<file path="src/rtl/msi_gen_pkg.sv">
package msi_gen_pkg;
    localparam int REG_W        = 32;
    localparam int CTRL_EN_BIT  = 0;
    localparam int CTRL_ACK_BIT = 30;
    localparam int CTRL_RST_BIT = 31;

    typedef enum logic [1:0] {
        ST_ARMED   = 2'd0,
        ST_REQ     = 2'd1,
        ST_BLOCKED = 2'd2
    } arm_state_e;

    typedef struct packed {
        arm_state_e state;
    } fsm_regs_t;

    typedef struct packed {
        logic en;
    } ctrl_regs_t;
endpackage

</file>
<file path="src/rtl/msi_cond_sync.sv">
module msi_cond_sync #(
    parameter int NPORTS      = 4,
    parameter int SYNC_STAGES = 2
) (
    input  logic              clk,
    input  logic              rst_n,
    input  logic [NPORTS-1:0] cond_i,
    output logic [NPORTS-1:0] pend_o
);
    logic [SYNC_STAGES-1:0][NPORTS-1:0] pipe_d, pipe_q;

    assign pipe_d[0] = cond_i;

    for (genvar s = 1; s < SYNC_STAGES; s++) begin : g_stage
        assign pipe_d[s] = pipe_q[s-1];
    end

    always_ff @(posedge clk or negedge rst_n) begin
        if (!rst_n) pipe_q <= '0;
        else        pipe_q <= pipe_d;
    end

    assign pend_o = pipe_q[SYNC_STAGES-1];
endmodule

</file>
<file path="src/rtl/msi_ctrl_regs.sv">
module msi_ctrl_regs
    import msi_gen_pkg::*;
#(
    parameter int NPORTS = 4,
    parameter int ADDR_W = 2
) (
    input  logic              clk,
    input  logic              rst_n,
    input  logic              wr_en_i,
    input  logic [ADDR_W-1:0] wr_addr_i,
    input  logic              wr_en_bit_i,
    input  logic              wr_ack_bit_i,
    input  logic              wr_rst_bit_i,
    input  logic [ADDR_W-1:0] rd_addr_i,
    input  logic [NPORTS-1:0] pend_i,
    output logic              en_o,
    output logic              ack_o,
    output logic              grst_o,
    output logic [REG_W-1:0]  rdata_o
);
    localparam logic [ADDR_W-1:0] CTRL_ADDR = ADDR_W'(0);
    localparam logic [ADDR_W-1:0] STAT_ADDR = ADDR_W'(1);

    ctrl_regs_t r_d, r_q;
    logic       ctrl_wr;

    always_comb begin
        ctrl_wr = wr_en_i && (wr_addr_i == CTRL_ADDR);
        r_d     = r_q;
        if (ctrl_wr) begin
            if (wr_rst_bit_i) r_d.en = 1'b0;
            else              r_d.en = wr_en_bit_i;
        end
    end

    always_ff @(posedge clk or negedge rst_n) begin
        if (!rst_n) r_q <= '0;
        else        r_q <= r_d;
    end

    assign en_o   = r_q.en;
    assign grst_o = ctrl_wr && wr_rst_bit_i;
    assign ack_o  = ctrl_wr && wr_ack_bit_i && !wr_rst_bit_i;

    always_comb begin
        rdata_o = '0;
        if (rd_addr_i == CTRL_ADDR)      rdata_o[CTRL_EN_BIT] = r_q.en;
        else if (rd_addr_i == STAT_ADDR) rdata_o[NPORTS-1:0]  = pend_i;
    end
endmodule

</file>
<file path="src/rtl/msi_arm_fsm.sv">
module msi_arm_fsm
    import msi_gen_pkg::*;
(
    input  logic clk,
    input  logic rst_n,
    input  logic en_i,
    input  logic pend_any_i,
    input  logic ack_i,
    input  logic grst_i,
    input  logic ready_i,
    output logic valid_o
);
    fsm_regs_t f_d, f_q;

    always_comb begin
        f_d = f_q;
        unique case (f_q.state)
            ST_ARMED: begin
                if (en_i && pend_any_i) f_d.state = ST_REQ;
            end
            ST_REQ: begin
                if (ready_i) f_d.state = ST_BLOCKED;
            end
            ST_BLOCKED: begin
                if (ack_i)           f_d.state = (en_i && pend_any_i) ? ST_REQ : ST_ARMED;
                else if (!pend_any_i) f_d.state = ST_ARMED;
            end
            default: f_d.state = ST_ARMED;
        endcase
        if (grst_i) f_d.state = ST_ARMED;
    end

    always_ff @(posedge clk or negedge rst_n) begin
        if (!rst_n) f_q <= '{state: ST_ARMED};
        else        f_q <= f_d;
    end

    assign valid_o = (f_q.state == ST_REQ);
endmodule

</file>
<file path="src/rtl/msi_gen.sv">
module msi_gen
    import msi_gen_pkg::*;
#(
    parameter int NPORTS      = 4,
    parameter int SYNC_STAGES = 2,
    parameter int ADDR_W      = 2
) (
    input  logic              clk,
    input  logic              rst_n,
    input  logic [NPORTS-1:0] port_cond_i,
    output logic              msi_req_valid_o,
    input  logic              msi_req_ready_i,
    input  logic              reg_wr_en_i,
    input  logic [ADDR_W-1:0] reg_addr_i,
    input  logic [REG_W-1:0]  reg_wdata_i,
    input  logic [ADDR_W-1:0] reg_rd_addr_i,
    output logic [REG_W-1:0]  reg_rdata_o
);
    logic [NPORTS-1:0] pend_sync;
    logic              ctrl_en;
    logic              ack_pulse;
    logic              grst_pulse;
    logic              wdata_unused;

    assign wdata_unused = ^reg_wdata_i[CTRL_ACK_BIT-1:CTRL_EN_BIT+1];

    msi_cond_sync #(.NPORTS(NPORTS), .SYNC_STAGES(SYNC_STAGES)) sync_i (
        .clk    (clk),
        .rst_n  (rst_n),
        .cond_i (port_cond_i),
        .pend_o (pend_sync)
    );

    msi_ctrl_regs #(.NPORTS(NPORTS), .ADDR_W(ADDR_W)) regs_i (
        .clk          (clk),
        .rst_n        (rst_n),
        .wr_en_i      (reg_wr_en_i),
        .wr_addr_i    (reg_addr_i),
        .wr_en_bit_i  (reg_wdata_i[CTRL_EN_BIT]),
        .wr_ack_bit_i (reg_wdata_i[CTRL_ACK_BIT]),
        .wr_rst_bit_i (reg_wdata_i[CTRL_RST_BIT]),
        .rd_addr_i    (reg_rd_addr_i),
        .pend_i       (pend_sync),
        .en_o         (ctrl_en),
        .ack_o        (ack_pulse),
        .grst_o       (grst_pulse),
        .rdata_o      (reg_rdata_o)
    );

    msi_arm_fsm fsm_i (
        .clk        (clk),
        .rst_n      (rst_n),
        .en_i       (ctrl_en),
        .pend_any_i (|pend_sync),
        .ack_i      (ack_pulse),
        .grst_i     (grst_pulse),
        .ready_i    (msi_req_ready_i),
        .valid_o    (msi_req_valid_o)
    );
endmodule

</file>
<file path="config.mk">
export PLATFORM = sky130hd
export DESIGN_NAME = msi_gen
export DESIGN_NICKNAME = d
export VERILOG_FILES = /design/src/rtl/msi_gen_pkg.sv /design/src/rtl/msi_cond_sync.sv /design/src/rtl/msi_ctrl_regs.sv /design/src/rtl/msi_arm_fsm.sv /design/src/rtl/msi_gen.sv
export SDC_FILE = /design/constraint.sdc
export NUM_CORES = 1
export LEC_CHECK = 0
export CAP_MARGIN = 20
export CORE_MARGIN = 2
export CORE_UTILIZATION = 26
export DETAILED_ROUTE_END_ITERATION = 12
export PLACE_DENSITY = 0.8
export SLEW_MARGIN = 20
export SYNTH_ARGS = -nofsm -noshare
export SYNTH_HDL_FRONTEND = slang
export SYNTH_SLANG_ARGS = --single-unit
</file>
<file path="constraint.sdc">
create_clock -name clk -period 1.6 [get_ports clk]
set_input_delay 0.32 -clock clk [delete_from_list [all_inputs] [get_ports clk]]
set_output_delay 0.32 -clock clk [all_outputs]
set_load 0.1 [all_outputs]
</file>
==> results list, run 1 <==
- The Yosys step of the flow raised 0 warnings.
- Unrepaired setup endpoints after global routing: false
- Root Driver: sky130_fd_sc_hd__clkbuf_4
- Leakage power figure: 0.0004132 uW
* Routed len/inst: 8.009 microns
- For the worst setup path, the data arrival time is approximately 1.1 ns.
- Cells traversed along the worst timing path: mux2i_1 > nor2_4 > buf_12
* Post-synthesis cell count: 62
- The synthesized design spends more area on one cell type than any other, namely sky130_fd_sc_hd__dfrtp_1.
- The finished cells cover 864.6 sq um.
- The total area inside the core boundary comes to 0.002276 sq mm.
- Routed via count: 420
* First-pass iteration count of the detailed router: 1
- Proportion of synthesized flip-flops having asynchronous set or reset: 100.0%
- Across the run, the number of max-cap violations was 0.
* Number of DRC markers in iteration 0: 0
* Global-route wire length before repair: 1.331 mm
- Peak Freq: 0.6878 GHz
- During placement, the flow inserted port buffers numbering 19.
- Clock tree synthesis found a total of 11 sinks.
- Global routing used 6.577% of the available tracks across all layers.
- The area growth from synthesis to layout is 35.49%.
- In the routed design, unresolved DRC markers number 0.
- For this design, the CTS-stage hold fixing added 0 buffers.
* Vias in the first global route: 364
- Final standard cell count with taps included and fillers excluded: 113
- Clock Tree Buf Depth: 2
- Total of endpoints with negative setup slack in the final report: 0
* Wire length reported by the detailed router: a little over 900 microns
- Critical path capture point type: output port
- Worst hold margin: 0.3475 ns
- The die covers 0.002867 sq mm.
- Class of the worst hold path: reg -> reg
* Largest net degree at the start of global routing: 12
- Worst skew pair latency: 0.26 ns
* Final critical-path required period: 1.454 ns
* Most frequent cells after synthesis: 28 x sky130_fd_sc_hd__buf_4, 11 x sky130_fd_sc_hd__dfrtp_1, 3 x sky130_fd_sc_hd__and2_1, 3 x sky130_fd_sc_hd__nand2_1
- Hold Violations, Final: 0
- In this run the count of I/O pins placed on the die edge is 77.
* Die extent in y: 53.54 microns
- CTS buffer count: 3
* Placement Rows: 17
- Yosys instantiated no cell more often than sky130_fd_sc_hd__buf_4.
- Hpwl dp: 812 microns
- TritonCTS built the clock tree.
- Routability-driven placement finished with a final weighted congestion of 0.6328.
- Clock slew at the register clock pins of the worst setup and hold paths: 0.06 ns
- After routing, the total negative slack on setup checks comes to 0 ns.
* Status: finished, final reports clean
* Die Wd: ~54 microns
* Final period util: about nine tenths
- Once the clock tree was built, the resizer swapped 7 gates to a different size.
- Final Core Density: 37.99%
- Distinct cell type count of the synthesized netlist: 18
* Post-synth top area share: 43.14%
- Worst path max stage delay: 0.40 ns
* Cell area after synthesis: 638.1 sq um
- Sorting the synthesized cells by area gives the leading types as sky130_fd_sc_hd__dfrtp_1 43%, sky130_fd_sc_hd__buf_4 33%, sky130_fd_sc_hd__mux2i_1 3.1%, sky130_fd_sc_hd__and2_1 2.9%, sky130_fd_sc_hd__nor2b_1 2.0%.
- Synthesized flop and latch total: 11
* Pwr Density: 1234 mW/mm^2
* Number of buffers inserted to repair setup after CTS: 0
- The initial antenna violation count was 0.
- # diodes: 0
- In this run the worst path has a maximum fanout of 3.
* Average cell area after synthesis: around 10 sq um
* Post-synth EDFFs: 0
* Prevailing post-synth register cell: sky130_fd_sc_hd__dfrtp_1
* Slowest stage cell, crit path: sky130_fd_sc_hd__dfrtp_1
* Number of max-slew violations in the final report: 0
- In this run the number of H-tree levels came out at 1.
- Routed Antenna Nets: 0
- Sequential elements use between 40 and 50% of the synthesized area.
- In the final layout, the share of cells above drive strength 1 is 18.82%.
* Final nets: 130
- Once placement finished, the instance area stood at 817.0 sq um.
* Vias per Instance: 3.717
- Category of the critical setup timing path: reg -> out
* Gr ovfl total: 0
* Worst Path Required: 1.28 ns
- Across the routed clock network, the largest skew measured is 0.0008857 ns.
- Placed cell count: 109
- The worst setup path is launched from a flop.
- Starting utilization of the core area: 28.04%
* Max VDD drop: 573.4 uV
-- state kept, by name, summed over array words and instances (netlist names) --
name and cells:
fsm_i.f_q 2, regs_i.en_o 1, sync_i.pend_o 4, sync_i.pipe_d 4
-- per-stage QoR --
stage / worst slack, ns / power, uW
after floorplan: 0.05024 / 825.3
after global routing: 0.1014 / 1116
final: 0.1460 / 1067
after detailed placement: -0.09412 / 891.4
after CTS: 0.03088 / 1079
after global placement: -0.08337 / 884.4
-- logic make-up after synthesis --
group / Yosys count / synth area share (%)
other: 1 / 0.5877
AND/OR/NAND/NOR: 16 / 16.47
multiplexers: 2 / 3.137
buffers and inverters: 28 / 32.94
AO/OA/AOI/OAI: 4 / 3.725
flip-flops: 11 / 43.14
-- cell usage in the layout, fill, tap and decap left out, drive strengths merged --
master / count
a21oi: 2
and2: 3
and3: 1
buf: 6
clkbuf: 4
clkdlybuf4s50: 12
conb: 28
dfrtp: 11
dlygate4sd2: 1
dlymetal6s2s: 1
mux2i: 2
nand2: 3
nand2b: 1
nand4b: 1
nand4bb: 1
nor2: 1
nor2b: 2
nor4bb: 1
o21ai: 1
o41ai: 1
or3b: 1
or4: 1
-- critical path: cells and delay by family, from the launching register on --
kind,cells,cell delay [ns]
buffers and inverters,1,0.17
AND/OR/NAND/NOR,1,0.06
multiplexers,1,0.24
flip-flops,1,0.40
-- per-layer routing --
metal / track usage (%) / part of all wire [%] / vias to the layer above
met4: 3.846 / 0 / 0
met3: 2.500 / 11 / 0
li1: - / - / 198
met1: 5.217 / 30 / 188
met5: 0 / 0 / -
met2: 13.17 / 58 / 34
-- area by class of cell --
class                      instances  area [sq um]
fill                             217          1411
multi-input combinational         50         279.0
sequential                        11         275.3
timing repair buffer              20         249.0
tap                               28         35.03
clock buffer                       4         26.28
-- worst paths after layout --
check                                  from                to  slack, ns  cells after the start
max                             regs_i.en_o    reg_rdata_o[0]       0.15                      3
min                        sync_i.pipe_d[4]  sync_i.pend_o[0]       0.35                      0
max reg2reg                sync_i.pend_o[0]      fsm_i.f_q[1]       0.37                      3
min reg2reg                sync_i.pipe_d[4]  sync_i.pend_o[0]       0.35                      0
max in group asynchronous             rst_n  sync_i.pend_o[1]       0.91                      1
min in group asynchronous             rst_n  sync_i.pend_o[0]       0.38                      1
-- where the power goes --
group,total [uW],switching (uW),leakage [uW],internal (uW)
logic,556,433,0.000265,123
clock network,177,80.6,0.0000150,96.2
registers,334,25.4,0.000133,308
(Power assumes the default switching activity.)
==> run 2: changes to the inputs <==
- ABC_CLOCK_PERIOD_IN_PS: unset -> 1600
==> results of run 2 <==
No change in the layout: final DEF, timing and power equal those of run 1.
